### src/rtl/wdt_pkg.sv
package wdt_pkg;
  localparam int KICK_BIT = 0;
  localparam int SEL_LSB  = 1;
  localparam int SEL_W    = 2;

  typedef enum logic [1:0] {
    TO_X1  = 2'd0,
    TO_X4  = 2'd1,
    TO_X16 = 2'd2,
    TO_X64 = 2'd3
  } wdt_sel_e;
endpackage

### src/rtl/wdt_prescaler.sv
module wdt_prescaler #(
  parameter int PRE_LOG2 = 4
) (
  input  logic clk_i,
  input  logic rst_ni,
  input  logic clr_i,
  output logic tick_o
);
  generate
    if (PRE_LOG2 == 0) begin : g_nodiv
      assign tick_o = 1'b1;
    end else begin : g_div
      logic [PRE_LOG2-1:0] pre_q;
      always_ff @(posedge clk_i or negedge rst_ni) begin
        if (!rst_ni)    pre_q <= '0;
        else if (clr_i) pre_q <= '0;
        else            pre_q <= pre_q + 1'b1;
      end
      assign tick_o = &pre_q;

      // ticks never come on consecutive clocks when dividing
      a_r4_tick_spacing: assert property (@(posedge clk_i) disable iff (!rst_ni)
        tick_o |=> !tick_o);
    end
  endgenerate
endmodule

### src/rtl/wdt_counter.sv
module wdt_counter
  import wdt_pkg::*;
#(
  parameter int BASE_LOG2 = 12,
  parameter int PRE_LOG2  = 4
) (
  input  logic       clk_i,
  input  logic       rst_ni,
  input  logic       clr_i,
  input  logic       block_i,
  input  logic       kick_i,
  input  wdt_sel_e   sel_i,
  input  logic       tick_i,
  output logic       armed_o,
  output logic       restart_o,
  output logic       expire_o
);
  localparam int LIM_BASE = BASE_LOG2 - PRE_LOG2;
  localparam int CW       = LIM_BASE + 7;

  logic          armed_q;
  logic [CW-1:0] cnt_q;
  wdt_sel_e      sel_q;
  logic [CW-1:0] lim;

  assign lim       = {{(CW-1){1'b0}}, 1'b1} << (LIM_BASE + 2 * int'(sel_q));
  assign restart_o = kick_i && !block_i && !clr_i;
  assign expire_o  = armed_q && tick_i && (cnt_q == lim - 1'b1);
  assign armed_o   = armed_q;

  always_ff @(posedge clk_i or negedge rst_ni) begin
    if (!rst_ni) begin
      armed_q <= 1'b0;
      cnt_q   <= '0;
      sel_q   <= TO_X1;
    end else if (clr_i) begin
      armed_q <= 1'b0;
      cnt_q   <= '0;
      sel_q   <= TO_X1;
    end else if (restart_o) begin
      armed_q <= 1'b1;
      cnt_q   <= '0;
      sel_q   <= sel_i;
    end else if (expire_o) begin
      armed_q <= 1'b0;
      cnt_q   <= '0;
    end else if (armed_q && tick_i) begin
      cnt_q   <= cnt_q + 1'b1;
    end
  end

  a_r1_arm_on_kick: assert property (@(posedge clk_i) disable iff (!rst_ni)
    restart_o |=> armed_q);
  a_r3_sticky: assert property (@(posedge clk_i) disable iff (!rst_ni)
    armed_q && !clr_i && !expire_o |=> armed_q);
  a_r9_clr_disarms: assert property (@(posedge clk_i) disable iff (!rst_ni)
    clr_i |=> !armed_q);
  a_r4_count_bound: assert property (@(posedge clk_i) disable iff (!rst_ni)
    armed_q |-> cnt_q < lim);
endmodule

### src/rtl/wdt_pulse.sv
module wdt_pulse #(
  parameter int PULSE_LEN = 16
) (
  input  logic clk_i,
  input  logic rst_ni,
  input  logic expire_i,
  output logic active_o
);
  localparam int PW = $clog2(PULSE_LEN + 1);

  logic          active_q;
  logic [PW-1:0] pcnt_q;

  always_ff @(posedge clk_i or negedge rst_ni) begin
    if (!rst_ni) begin
      active_q <= 1'b0;
      pcnt_q   <= '0;
    end else if (!active_q && expire_i) begin
      active_q <= 1'b1;
      pcnt_q   <= PW'(PULSE_LEN);
    end else if (active_q) begin
      pcnt_q <= pcnt_q - 1'b1;
      if (pcnt_q == PW'(1)) active_q <= 1'b0;
    end
  end

  assign active_o = active_q;

  a_r6_pulse_start: assert property (@(posedge clk_i) disable iff (!rst_ni)
    expire_i && !active_q |=> active_q);
  a_r6_pulse_needs_expiry: assert property (@(posedge clk_i) disable iff (!rst_ni)
    $rose(active_q) |-> $past(expire_i));
endmodule

### src/rtl/wdt_rst_filter.sv
module wdt_rst_filter #(
  parameter int MIN_NORM = 5,
  parameter int MIN_STOP = 10
) (
  input  logic clk_i,
  input  logic rst_ni,
  input  logic ext_rst_ni,
  input  logic stop_i,
  output logic hw_rst_o
);
  localparam int MAXC  = (MIN_STOP > MIN_NORM) ? MIN_STOP : MIN_NORM;
  localparam int CNT_W = $clog2(MAXC + 1);

  logic [CNT_W-1:0] cnt_q, cnt_d, need;
  logic             hw_q;

  assign need  = stop_i ? CNT_W'(MIN_STOP) : CNT_W'(MIN_NORM);
  assign cnt_d = (cnt_q == CNT_W'(MAXC)) ? cnt_q : cnt_q + 1'b1;

  always_ff @(posedge clk_i or negedge rst_ni) begin
    if (!rst_ni) begin
      cnt_q <= '0;
      hw_q  <= 1'b0;
    end else if (ext_rst_ni) begin
      cnt_q <= '0;
      hw_q  <= 1'b0;
    end else begin
      cnt_q <= cnt_d;
      hw_q  <= (cnt_d >= need);
    end
  end

  assign hw_rst_o = hw_q;

  a_r8_release: assert property (@(posedge clk_i) disable iff (!rst_ni)
    ext_rst_ni |=> !hw_q);
  a_r8_needs_low: assert property (@(posedge clk_i) disable iff (!rst_ni)
    $rose(hw_q) |-> $past(!ext_rst_ni));
endmodule

### src/rtl/wdt_sticky.sv
module wdt_sticky
  import wdt_pkg::*;
#(
  parameter int BASE_LOG2 = 12,
  parameter int PRE_LOG2  = 4,
  parameter int PULSE_LEN = 16,
  parameter int MIN_NORM  = 5,
  parameter int MIN_STOP  = 10
) (
  input  logic       clk_i,
  input  logic       rst_ni,
  input  logic       wr_en_i,
  input  logic [7:0] wr_data_i,
  input  logic       ext_rst_ni,
  input  logic       stop_mode_i,
  output logic       rst_req_no,
  output logic       sys_rst_no
);
  logic     hw_rst, kick, tick, armed, restart, expire, pulse_on;
  wdt_sel_e sel;

  assign kick = wr_en_i && wr_data_i[KICK_BIT];
  assign sel  = wdt_sel_e'(wr_data_i[SEL_LSB +: SEL_W]);

  wdt_rst_filter #(.MIN_NORM(MIN_NORM), .MIN_STOP(MIN_STOP)) i_filter (
    .clk_i, .rst_ni, .ext_rst_ni, .stop_i(stop_mode_i), .hw_rst_o(hw_rst));

  wdt_prescaler #(.PRE_LOG2(PRE_LOG2)) i_pre (
    .clk_i, .rst_ni, .clr_i(restart || hw_rst), .tick_o(tick));

  wdt_counter #(.BASE_LOG2(BASE_LOG2), .PRE_LOG2(PRE_LOG2)) i_cnt (
    .clk_i, .rst_ni, .clr_i(hw_rst), .block_i(pulse_on), .kick_i(kick),
    .sel_i(sel), .tick_i(tick), .armed_o(armed), .restart_o(restart),
    .expire_o(expire));

  wdt_pulse #(.PULSE_LEN(PULSE_LEN)) i_pulse (
    .clk_i, .rst_ni, .expire_i(expire), .active_o(pulse_on));

  assign rst_req_no = !pulse_on;
  assign sys_rst_no = !hw_rst;

  a_r7_disarmed_in_pulse: assert property (@(posedge clk_i) disable iff (!rst_ni)
    pulse_on |-> !armed);
endmodule

### config.mk
export PLATFORM = sky130hd
export DESIGN_NAME = wdt_sticky
export DESIGN_NICKNAME = d
export VERILOG_FILES = /design/src/rtl/wdt_pkg.sv /design/src/rtl/wdt_prescaler.sv /design/src/rtl/wdt_counter.sv /design/src/rtl/wdt_pulse.sv /design/src/rtl/wdt_rst_filter.sv /design/src/rtl/wdt_sticky.sv
export SDC_FILE = /design/constraint.sdc
export NUM_CORES = 1
export LEC_CHECK = 0
export ABC_AREA = 1
export ABC_CLOCK_PERIOD_IN_PS = 1950
export CORE_UTILIZATION = 34
export DETAILED_ROUTE_END_ITERATION = 8
export GPL_TIMING_DRIVEN = 0
export MAX_ROUTING_LAYER = met4
export PLACE_DENSITY = 0.54
export SYNTH_ARGS = -nofsm -noshare
export SYNTH_HDL_FRONTEND = slang
export SYNTH_SLANG_ARGS = --single-unit
### constraint.sdc
create_clock -name clk_i -period 1.95 [get_ports clk_i]
set_clock_uncertainty 0.05 [all_clocks]
set_input_delay 0.39 -clock clk_i [delete_from_list [all_inputs] [get_ports clk_i]]
set_output_delay 0.39 -clock clk_i [all_outputs]
set_load 0.005 [all_outputs]
# After elaboration in Yosys (flattened, before gate mapping)
# Index checks and enable logic that the tools add are counted.
[totals]
wordCells = 52
out_inout_bits = 2
latchBits = 0
mem_bits_ro = 0
register_bits = 33
ram_bits = 0
mem_count = 0
in_bits = 13
[classes]
muxes = 19
n_reduce_logical = 14
order_cmp = 1
n_div = 0
multipliers = 0
shift = 1
addsub = 6
bitwise = 0
n_eq_ne = 3
[ops]
columns = ["operator", "count"]
rows = [
  ["two-way mux 15 bit", 4],
  ["<< shifter 1 x 32 -> 15 bit (first input constant)", 1],
  ["two-way mux 4 bit", 4],
  ["adder 15 x 1 -> 15 bit (second input constant)", 1],
  ["== test 15 bit", 1],
  ["subtractor 15 x 1 -> 15 bit (second input constant)", 1],
  ["two-way mux 5 bit", 2],
  ["adder 4 x 1 -> 4 bit (second input constant)", 2],
  ["two-way mux 1 bit", 7],
  ["logical AND 1 bit", 6],
  ["adder 4 x 3 -> 5 bit (first input constant)", 1],
  ["== test 5 x 1 -> 1 bit (second input constant)", 1],
  ["subtractor 5 x 1 -> 5 bit (second input constant)", 1],
  ["== test 4 bit (second input constant)", 1],
  ["greater-or-equal comparator 4 bit", 1],
  ["two-way mux 2 bit", 2],
  ["AND reduction 4 bit", 1],
  ["nonzero test 2 bit", 2],
  ["nonzero test 4 bit", 1],
  ["nonzero test 3 bit", 1],
  ["zero test 1 bit", 2],
  ["logical OR 1 bit", 1],
]

# Longest topological paths before layout
# Gate-level depths: netlist of the first run.
[depth]
word_depth = 8
ltp_mapped = 11
depth_no_buf = 11

# Cells and area by module
# From an unflattened synthesis of the first run, not the netlist that was laid out.
[unflattened]
cells_unflattened = 255
area_unflattened_um2 = 1911.8
[by_module_without_submodules]
columns = ["mod", "area_per_inst_um2", "seq_area_each_um2", "n_inst", "cells_per_inst"]
rows = [
  ["wdt_counter", 1057.3, 450.4, 1, 150],
  ["wdt_rst_filter", 334.1, 125.1, 1, 38],
  ["wdt_pulse", 320.3, 150.1, 1, 41],
  ["wdt_prescaler", 175.2, 100.1, 1, 20],
  ["wdt_sticky", 25.0, 0.0, 1, 6],
]

# Least setup slack after synthesis of the first run
# OpenSTA, ideal clock, no wires.
[synth_timing]
path_kind = "reg-to-reg"
from = "reg i_filter.cnt_q[0]"
to = "reg i_filter.hw_q (netlist: i_filter.hw_rst_o)"
required_ns = 1.788
path_stages_with_launch = 11
setup_time_ns = 0.112
arrival_time_ns = 1.504
path_buffers = 0
period_less_slack_ns = 1.667
setup_slack_ns = 0.283
path_cell_list = "dfrtp_1 -> inv_1 -> ha_1 -> nand2_1 -> nor2_1 -> xor2_1 -> ha_1 -> nor2_1 -> o211ai_1 -> a31o_2 -> inv_1"
[synth_between]
elab_chain_cells = 4
elab_cells_between_ends = 5
cone_classes = "add/sub: 1; order compare: 1; eq/ne: 1; mux: 2"
[synth_rtl]
columns = ["item", "line_no", "rtl"]
rows = [
  ["from (decl)", "wdt_rst_filter.sv:14", "logic [CNT_W-1:0] cnt_q, cnt_d, need;"],
  ["from (signal assigned)", "wdt_rst_filter.sv:28", "cnt_q <= cnt_d;"],
  ["adder 4 x 1 -> 4 bit / == test 4 bit (equally long branches)", "wdt_rst_filter.sv:18", "assign cnt_d = (cnt_q == CNT_W'(MAXC)) ? cnt_q : cnt_q + 1'b1;"],
  ["two-way mux 4 bit (*)", "wdt_rst_filter.sv:18", ""],
  ["greater-or-equal comparator 4 bit (*)", "wdt_rst_filter.sv:29", "hw_q <= (cnt_d >= need);"],
  ["two-way mux 1 bit (*)", "wdt_rst_filter.sv:24", "end else if (ext_rst_ni) begin"],
  ["to (signal assigned)", "wdt_rst_filter.sv:29", ""],
  ["to (decl)", "wdt_rst_filter.sv:15", "logic hw_q;"],
]
# Mark *: on every way between the ends. The rest lies on a longest branch, timed or not.
# A chain may end at the register's enable or synchronous reset.

# Worst setup path after layout of the first run
[layout_timing]
from = "reg i_pulse.active_q (netlist: i_pulse.active_o)"
to = "out rst_req_no"
[layout_between]
elab_chain_cells = 1
[layout_rtl]
columns = ["item", "line_no", "rtl"]
rows = [
  ["from (decl)", "wdt_pulse.sv:11", "logic active_q;"],
  ["from (signal assigned)", "wdt_pulse.sv:16", "active_q <= 1'b0;"],
  ["from (signal assigned)", "wdt_pulse.sv:19", "active_q <= 1'b1;"],
  ["from (signal assigned)", "wdt_pulse.sv:23", "if (pcnt_q == PW'(1)) active_q <= 1'b0;"],
  ["zero test 1 bit", "wdt_sticky.sv:39", "assign rst_req_no = !pulse_on;"],
  ["to (decl)", "wdt_sticky.sv:16", "output logic rst_req_no,"],
]
# No other way between the ends.

==> results of run 1 <==
logic make-up after synthesis:
group                    share of synthesized area [%]
adder cells (fa/ha/maj)                           6.62
buffers and inverters                             6.95
flip-flops                                        43.7
AND/OR/NAND/NOR                                   33.2
XOR/XNOR                                          3.71
AO/OA/AOI/OAI                                     5.76
cell usage after synthesis, types with 2 or more instances:
| cell | n | area share [%] |
|---|---|---|
| nand3_2 | 2 | 1.1 |
| nor2_4 | 2 | 1.2 |
| nand2_2 | 6 | 2.0 |
| nor2_2 | 4 | 1.3 |
| nor3_1 | 4 | 1.1 |
| xor2_1 | 7 | 3.2 |
| nand3_1 | 17 | 4.5 |
| a21oi_1 | 5 | 1.3 |
| dfrtp_1 | 33 | 44 |
| ha_1 | 10 | 6.6 |
| nor2_1 | 38 | 7.5 |
| nand4_1 | 8 | 2.6 |
| o21ai_0 | 10 | 2.6 |
| inv_1 | 31 | 6.2 |
| nand2_1 | 50 | 9.9 |
power groups by stage:
stage | registers, mW | clock network, mW | logic (mW)
after floorplan | 0.781 | 0 | 0.170
after global routing | 0.786 | 0.544 | 0.284
after detailed placement | 0.789 | 0 | 0.243
after CTS | 0.777 | 0.518 | 0.244
after global placement | 0.790 | 0 | 0.242
final | 0.777 | 0.499 | 0.239
what timing repair did:
item                                   CTS  global route
endpoints found under the hold margin    0             0
hold buffers                             0             0
setup endpoints to repair                0             1
resized for setup                        0             2
through the flow:
step	TNS, ns	total power [mW]	hold WS [ns]	utilization (%)
finish	0	1.52	0.120	41.0
global route	0	1.61	0.197	41.0
CTS	0	1.54	0.153	40.9
detailed placement	0	1.03	0.402	39.4
global placement	-10.0	1.03	0.403	39.5
floorplan	0	0.951	0.0444	-
registers in the layout, summed over array words and instances (netlist names):
register and cells:
i_filter.hw_rst_o 1, i_filter.cnt_q 4, i_cnt.sel_q 2, i_pulse.pcnt_q 5
i_pre.g_div.pre_q 4, i_cnt.armed_o 1, i_cnt.cnt_q 15, i_pulse.active_o 1
final cells by class:
class | instances | area [um2] | share of cell area, %
plain buffers | 1 | 11.3 | 0.524
clock buffers | 8 | 80.1 | 3.73
inverters | 32 | 120 | 5.59
multi-input cells | 172 | 940 | 43.7
flip-flops and latches | 33 | 826 | 38.4
well taps | 70 | 87.6 | 4.07
repair buffers | 9 | 85.1 | 3.96
critical path: cells and delay by family, from the launching register on:
family	cells	cell delay, ns
buffers and inverters	2	0.67
flip-flops	1	0.44
worst max-delay path by stage:
stage / slack, ns / start / to / cells after the start
finish: 0.12 / i_pulse.active_o / rst_req_no / 2
global route: 0.01 / i_filter.cnt_q[0] / i_filter.hw_rst_o / 10
global placement: -0.31 / rst_ni / i_pre.g_div.pre_q[0] / 1
detailed placement: 0.07 / stop_mode_i / i_filter.hw_rst_o / 8
floorplan: 0.28 / i_filter.cnt_q[0] / i_filter.hw_rst_o / 10
CTS: 0.1 / i_pulse.active_o / rst_req_no / 2
layer usage:
metal	GRT usage, %	vias up	share of wire [%]	wire length (um)
li1	-	793	-	-
met1	18.5	700	51	1880
met2	23.6	11	45	1650
met3	2.99	7	2.2	81
met4	5.19	0	1.4	53
met5	-	-	0	0
==> qor.yml, run 1 <==
status: "complete, no violations"
cts.path.max_buffers: 2
via_per_inst: 4.65
p_switching_mw: 0.431
cp_slowest_stage_delay_ns: 0.52
clock_sinks: 33
ir_drop_v: 0.000402
antenna_found_initial: 0
ant_nets: 0
setup_slack_ns: 0.121
crit_path_end_kind: "output port"
cts_made_buffers: 5
postLayoutCellArea_mm2: 0.00215
antenna_cells: 0
layout-drive-gt1-share_pct: 11.0
cts_root_buffer: "clkbuf_8"
period_share_pct: 93.8
regToRegEndpoint: "i_filter.hw_rst_o"
cp_max_fo: 7
syn_to_final_growth_pct: 13.8
place.detailed.hpwl_mm: 2.73
max-cap-violations: 0
routed_wl_mm: 3.67
drc_errors: 0
final_common_cell: "nand2_1"
fmaxAchievable_mhz: 547
grt_pass1_vias: 1585
clk_latency_ns: 0.28
dp.cells: 317
boundaryPins: 15
criticalPathCategory: "reg -> out"
max_slew_margin_pct: 50.2
netlist_instances: 238
syn-mean-instance-area_um2: 7.94
crit_slowest_cell: "clkdlybuf4s50_1"
start_util_pct: 36.1
cell_internal_pwr_mw: 1.08
combPwrFrac_pct: 15.8
grt_max_degree: 34
r2r_setup_slack_ns: 0.20
dp_slack_ns: 0.0675
placed_area_mm2: 0.00206
synthArstFlopShare_pct: 100
ys_types: 26
p_per_area_mw_per_mm2: 705
syn_area_mm2: 0.00189
gp_congestion: 0.827
path_clk_slew_ns: 0.07
final_cells: 325
layout_common_cells: "nand2_1, nor2_1, dfrtp_1"
fill_cells: 553
worstReg2RegStart: "i_filter.cnt_q[0]"
grt_pass1_wl_mm: 6.73
critPathArrivalTime_ns: 1.39
critPathRequiredTime_ns: 1.51
p_leak_nw: 1.07
fp.dieH_um: 76.5
fp-row-count: 26
vias: 1511
power.share.sequential_pct: 51.3
worst_setup_path_start_kind: "flop"
r2r_cells: 10
path_cells: "inv_2 > clkdlybuf4s50_1"
hold_viol: 0
drt_iter0_markers: 141
swShare_pct: 28.5
power_frac_clock_pct: 32.9
wire_per_inst_um: 11.3
tritoncts: "yes"
hold_class: "in -> async"
rsz0062_at_grt: "false"
post-route-min-period_ns: 1.83
die_w_um: 76.5
first_pass_iters: 4
maxSlewViolCount: 0
ys_ff_latch: 33
htree_levels: 2
post_cts_buffers: 0
overflow: 0
grt_use_total_pct: 14.8
synth_edf_count: 0
seq_area_frac_synth_pct: 43.7
die-area_mm2: 0.00586
finalSetupViolCount: 0
syn-num-nets: 261
tightest_slew_ns: 0.747
coreArea_mm2: 0.00524
yosys_warnings: 0
ys.flop_type: "dfrtp_1"
final_net_count: 277
numPortBuffers: 9
Note: power is estimated with default switching activity, not from simulation.
==> inputs of run 2 (changes only) <==
--- a/config.mk
+++ b/config.mk
@@ -10,2 +10,3 @@
 export CORE_UTILIZATION = 34
+export CTS_CLUSTER_DIAMETER = 100
 export DETAILED_ROUTE_END_ITERATION = 8
@@ -14,2 +15,3 @@
 export PLACE_DENSITY = 0.54
+export SLEW_MARGIN = 30
 export SYNTH_ARGS = -nofsm -noshare
--- a/constraint.sdc
+++ b/constraint.sdc
@@ -4,2 +4,2 @@
 set_output_delay 0.39 -clock clk_i [all_outputs]
-set_load 0.005 [all_outputs]
+set_load 0.05 [all_outputs]
==> run 2 against run 1 <==
Net effect: global-route usage fell by 0.29 points; first-iteration DRC count decreased by 26%; clock power grew 2%; sequential share of layout area shrank 0.64 points; highest routed layer unchanged; largest cell class unchanged; routed wire length fell by 1.1%; non-clock buffer count grew 2.
==> qor.yml, run 2 (synthesis gave the netlist of run 1 again) <==
status: "complete, no violations"
crit_path_end_kind: "output port"
place.detailed.hpwl_mm: 2.77
criticalPathCategory: "reg -> out"
grt_max_degree: 22
hold_viol: 0
syn_to_final_growth_pct: 15.7
fmaxAchievable_mhz: 541
die_w_um: 76.5
finalSetupViolCount: 0
hold_class: "reg -> reg"
grt_pass1_wl_mm: 6.51
largest-register: "i_cnt.cnt_q"
maxSlewViolCount: 0
cts.path.max_buffers: 2
fp.dieH_um: 76.5
dp.cells: 318
grt_pass1_vias: 1494
max-cap-violations: 0
antenna_cells: 0
ir_drop_v: 0.000390
start_util_pct: 36.1
fp-row-count: 26
critPathRequiredTime_ns: 1.51
antenna_found_initial: 0
overflow: 0
cts_root_buffer: "clkbuf_8"
coreArea_mm2: 0.00524
p_per_area_mw_per_mm2: 703
boundaryPins: 15
layout_common_cells: "nand2_1, nor2_1, dfrtp_1"
path_clk_slew_ns: 0.06
grt_use_total_pct: 14.5
worst_setup_path_start_kind: "flop"
final_common_cell: "nand2_1"
largest_reg_flops: 15
cts_made_buffers: 5
tightest_slew_ns: 0.493
via_per_inst: 4.67
gp_congestion: 0.827
final_cells: 326
placed_area_mm2: 0.00209
period_share_pct: 94.8
fin_setup_tns_ns: 0
p_leak_nw: 1.09
postLayoutCellArea_mm2: 0.00219
vias: 1521
top_regs: "i_cnt.cnt_q: 15 flops, i_pulse.pcnt_q: 5 flops"
die-area_mm2: 0.00586
total_power_mw: 1.54
htree_levels: 2
cp_max_fo: 7
clock_sinks: 33
first_pass_iters: 4
clk_latency_ns: 0.28
numPortBuffers: 9
tritoncts: "yes"
ant_nets: 0
post_cts_buffers: 0
critPathArrivalTime_ns: 1.41
layout-drive-gt1-share_pct: 11.7
drc_errors: 0
max_slew_margin_pct: 67.3
final_net_count: 279
routed_wl_mm: 3.63
post-route-min-period_ns: 1.85
wire_per_inst_um: 11.1
drt_iter0_markers: 104
run 2: cell count changes in the layout (fill, tap and decap cells not counted), sizes merged:
cell,before,now
clkdlybuf4s50,8,6
buf,2,3
dlygate4sd3,0,1
dlygate4sd2,0,2
clkbuf,8,7
run 2: critical path, stage by stage (launching register included):
cell           delay, ns
dfrtp_1             0.44
inv_2               0.15
dlygate4sd2_1       0.54
run 2: area by class of cell:
class	count	area [um2]
clock buffers	7	86.3
plain buffers	1	11.3
inverters	32	120
well taps	70	87.6
fillers	543	3050
multi-input cells	172	935
flip-flops and latches	33	826
repair buffers	11	120
run 2: path summary, 6_finish.rpt:
check	slack, ns	startpoint	depth (start not counted)	end
max in group asynchronous	0.94	rst_ni	3	i_pre.g_div.pre_q[3]
min in group asynchronous	0.50	rst_ni	2	i_cnt.cnt_q[12]
setup / recovery	0.10	i_pulse.active_o	2	rst_req_no
hold reg to reg	0.41	i_filter.hw_rst_o	1	i_cnt.armed_o
setup reg to reg	0.17	i_filter.cnt_q[0]	10	i_filter.hw_rst_o
hold / removal	0.41	i_filter.hw_rst_o	1	i_cnt.armed_o
run 2: layer usage:
layer	vias to the layer above	part of all wire [%]	global-route usage [%]
met1	708	50	18.0
met2	11	46	21.7
li1	798	-	-
met5	-	0	-
met4	0	1.3	7.12
met3	4	2.5	3.83
run 2: repair_timing:
action,CTS,global route
hold buffers,1,0
endpoints found under the hold margin,12,0
gates resized for setup,2,1
setup endpoints to repair,2,1
run 2: metrics by stage:
step                hold WS, ns  util [%]  setup WS (ns)
finish                    0.409      41.7          0.101
global placement          0.403      39.5         -0.306
detailed placement        0.262      39.9         0.0631
global route              0.451      41.7      -0.000319
floorplan                0.0444         -          0.283
CTS                       0.414      41.7         0.0849
run 2: where the power goes:
| part | switching [mW] | total, mW | leakage (nW) | internal (mW) |
|---|---|---|---|---|
| clock network | 0.227 | 0.507 | 0.0443 | 0.280 |
| logic | 0.153 | 0.252 | 0.593 | 0.0994 |
| registers | 0.0409 | 0.777 | 0.449 | 0.736 |
==> inputs of run 3 (changes only) <==
--- a/constraint.sdc
+++ b/constraint.sdc
@@ -4,2 +4,2 @@
 set_output_delay 0.39 -clock clk_i [all_outputs]
-set_load 0.05 [all_outputs]
+set_load 0.005 [all_outputs]
==> run 3 against run 2 <==
Net effect: core utilization is essentially flat; highest routed layer unchanged; largest power group unchanged; die area is the same; cell count is the same; global-route usage is the same; non-clock buffer count is the same; hold slack is essentially flat; sequential share of layout area is essentially flat; clock power is essentially flat; critical endpoint unchanged; count of clock-buffer cells in the layout is the same.
==> qor.yml, run 3 (synthesis gave the netlist of run 1 again) <==
crit_slowest_cell: "clkdlybuf4s50_1"
clock_sinks: 33
largest_reg_flops: 15
drc_errors: 0
hold_viol: 0
gp_congestion: 0.827
syn_to_final_growth_pct: 15.8
fp.dieH_um: 76.5
ant_nets: 0
routed_wl_mm: 3.63
boundaryPins: 15
post-route-min-period_ns: 1.82
top_regs: "i_cnt.cnt_q: 15 flops, i_pulse.pcnt_q: 5 flops"
largest-register: "i_cnt.cnt_q"
antenna_found_initial: 0
die_w_um: 76.5
layout-drive-gt1-share_pct: 11.7
final_net_count: 279
fin_hold_ws_ns: 0.409
path_clk_slew_ns: 0.06
tritoncts: "yes"
r2r_cells: 10
numPortBuffers: 9
cp_max_fo: 7
critPathArrivalTime_ns: 1.38
die-area_mm2: 0.00586
drt_iter0_markers: 104
maxSlewViolCount: 0
fmaxAchievable_mhz: 548
cts_root_buffer: "clkbuf_8"
critPathBufInv: 2
tightest_slew_ns: 0.357
hold_class: "reg -> reg"
layout_common_cells: "nand2_1, nor2_1, dfrtp_1"
place.detailed.hpwl_mm: 2.77
crit_path_end_kind: "output port"
cts_made_buffers: 5
final_cells: 326
overflow: 0
wire_per_inst_um: 11.1
setup_slack_ns: 0.127
regToRegEndpoint: "i_filter.hw_rst_o"
max_slew_margin_pct: 76.1
criticalPathCategory: "reg -> out"
cp_slowest_stage_delay_ns: 0.52
dp.cells: 318
r2r_setup_slack_ns: 0.17
finalSetupViolCount: 0
status: "complete, no violations"
first_pass_iters: 4
worstSetupPathDepth: 2
period_share_pct: 93.5
fill_cells: 541
final_common_cell: "nand2_1"
utilization_pct: 41.8
vias: 1521
start_util_pct: 36.1
grt_pass1_wl_mm: 6.51
antenna_cells: 0
coreArea_mm2: 0.00524
dp_slack_ns: 0.0631
grt_pass1_vias: 1494
max-cap-violations: 0
p_leak_nw: 1.09
worst_setup_path_start_kind: "flop"
grt_max_degree: 22
cp_top_family: "buffers and inverters"
cp-startpoint: "i_pulse.active_o"
worstReg2RegStart: "i_filter.cnt_q[0]"
path_cells: "inv_2 > clkdlybuf4s50_1"
htree_levels: 2
post_cts_buffers: 0
fp-row-count: 26
p_per_area_mw_per_mm2: 699
grt_use_total_pct: 14.5
clk_latency_ns: 0.28
crit_path_end: "rst_req_no"
critPathRequiredTime_ns: 1.51
cts.path.max_buffers: 2
ir_drop_v: 0.000390
via_per_inst: 4.67
-- run 3: changes by cell type in the layout (fill, tap and decap cells not counted) --
cell | before | now
dlygate4sd2_1 | 2 | 0
clkdlybuf4s50_1 | 6 | 8
-- run 3: layer usage --
metal  global-route usage [%]  routed length (um)  vias to the layer above  part of all wire [%]
li1                         -                   -                      798                     -
met1                     18.0                1810                      708                    50
met2                     21.7                1670                       11                    46
met3                     3.83                  89                        4                   2.5
met4                     7.12                  46                        0                   1.3
met5                        -                   0                        -                     0
-- run 3: worst min-delay path by stage --
stage / slack (ns) / cells after the start / to / from
3_5_place_dp: 0.26 / 1 / i_cnt.cnt_q[7] / rst_ni
2_1_floorplan: 0.04 / 0 / i_cnt.armed_o / rst_ni
3_3_place_gp: 0.40 / 1 / i_pre.g_div.pre_q[0] / i_pre.g_div.pre_q[0]
6_report: 0.41 / 1 / i_cnt.armed_o / i_filter.hw_rst_o
5_1_grt: 0.45 / 1 / i_pre.g_div.pre_q[0] / i_pre.g_div.pre_q[0]
4_1_cts: 0.41 / 1 / i_pre.g_div.pre_q[0] / i_pre.g_div.pre_q[0]
-- run 3: cell type report --
| type | count | area [um2] | area share [%] |
|---|---|---|---|
| sequential | 33 | 826 | 37.7 |
| clock buffer | 7 | 86.3 | 3.95 |
| buffer | 1 | 11.3 | 0.515 |
| tap | 70 | 87.6 | 4.00 |
| inverter | 32 | 120 | 5.49 |
| multi-input combinational | 172 | 935 | 42.7 |
| timing repair buffer | 11 | 123 | 5.60 |
-- run 3: what timing repair did --
action                                 CTS  global route
setup endpoints to repair                0             1
endpoints found under the hold margin   12             0
hold buffers                             1             0
gates resized for setup                  0             1
-- run 3: report_power, final --
group	switching [mW]	internal, mW
combinational	0.144	0.101
clock	0.227	0.280
sequential	0.0409	0.736
-- run 3: metrics by stage --
step	power [mW]	TNS, ns	instance area, um2
finish	1.53	0	2190
global route	1.64	-0.000319	2190
CTS	1.56	0	2190
detailed placement	1.04	0	2090
global placement	1.03	-10.0	2070
floorplan	0.951	0	1890
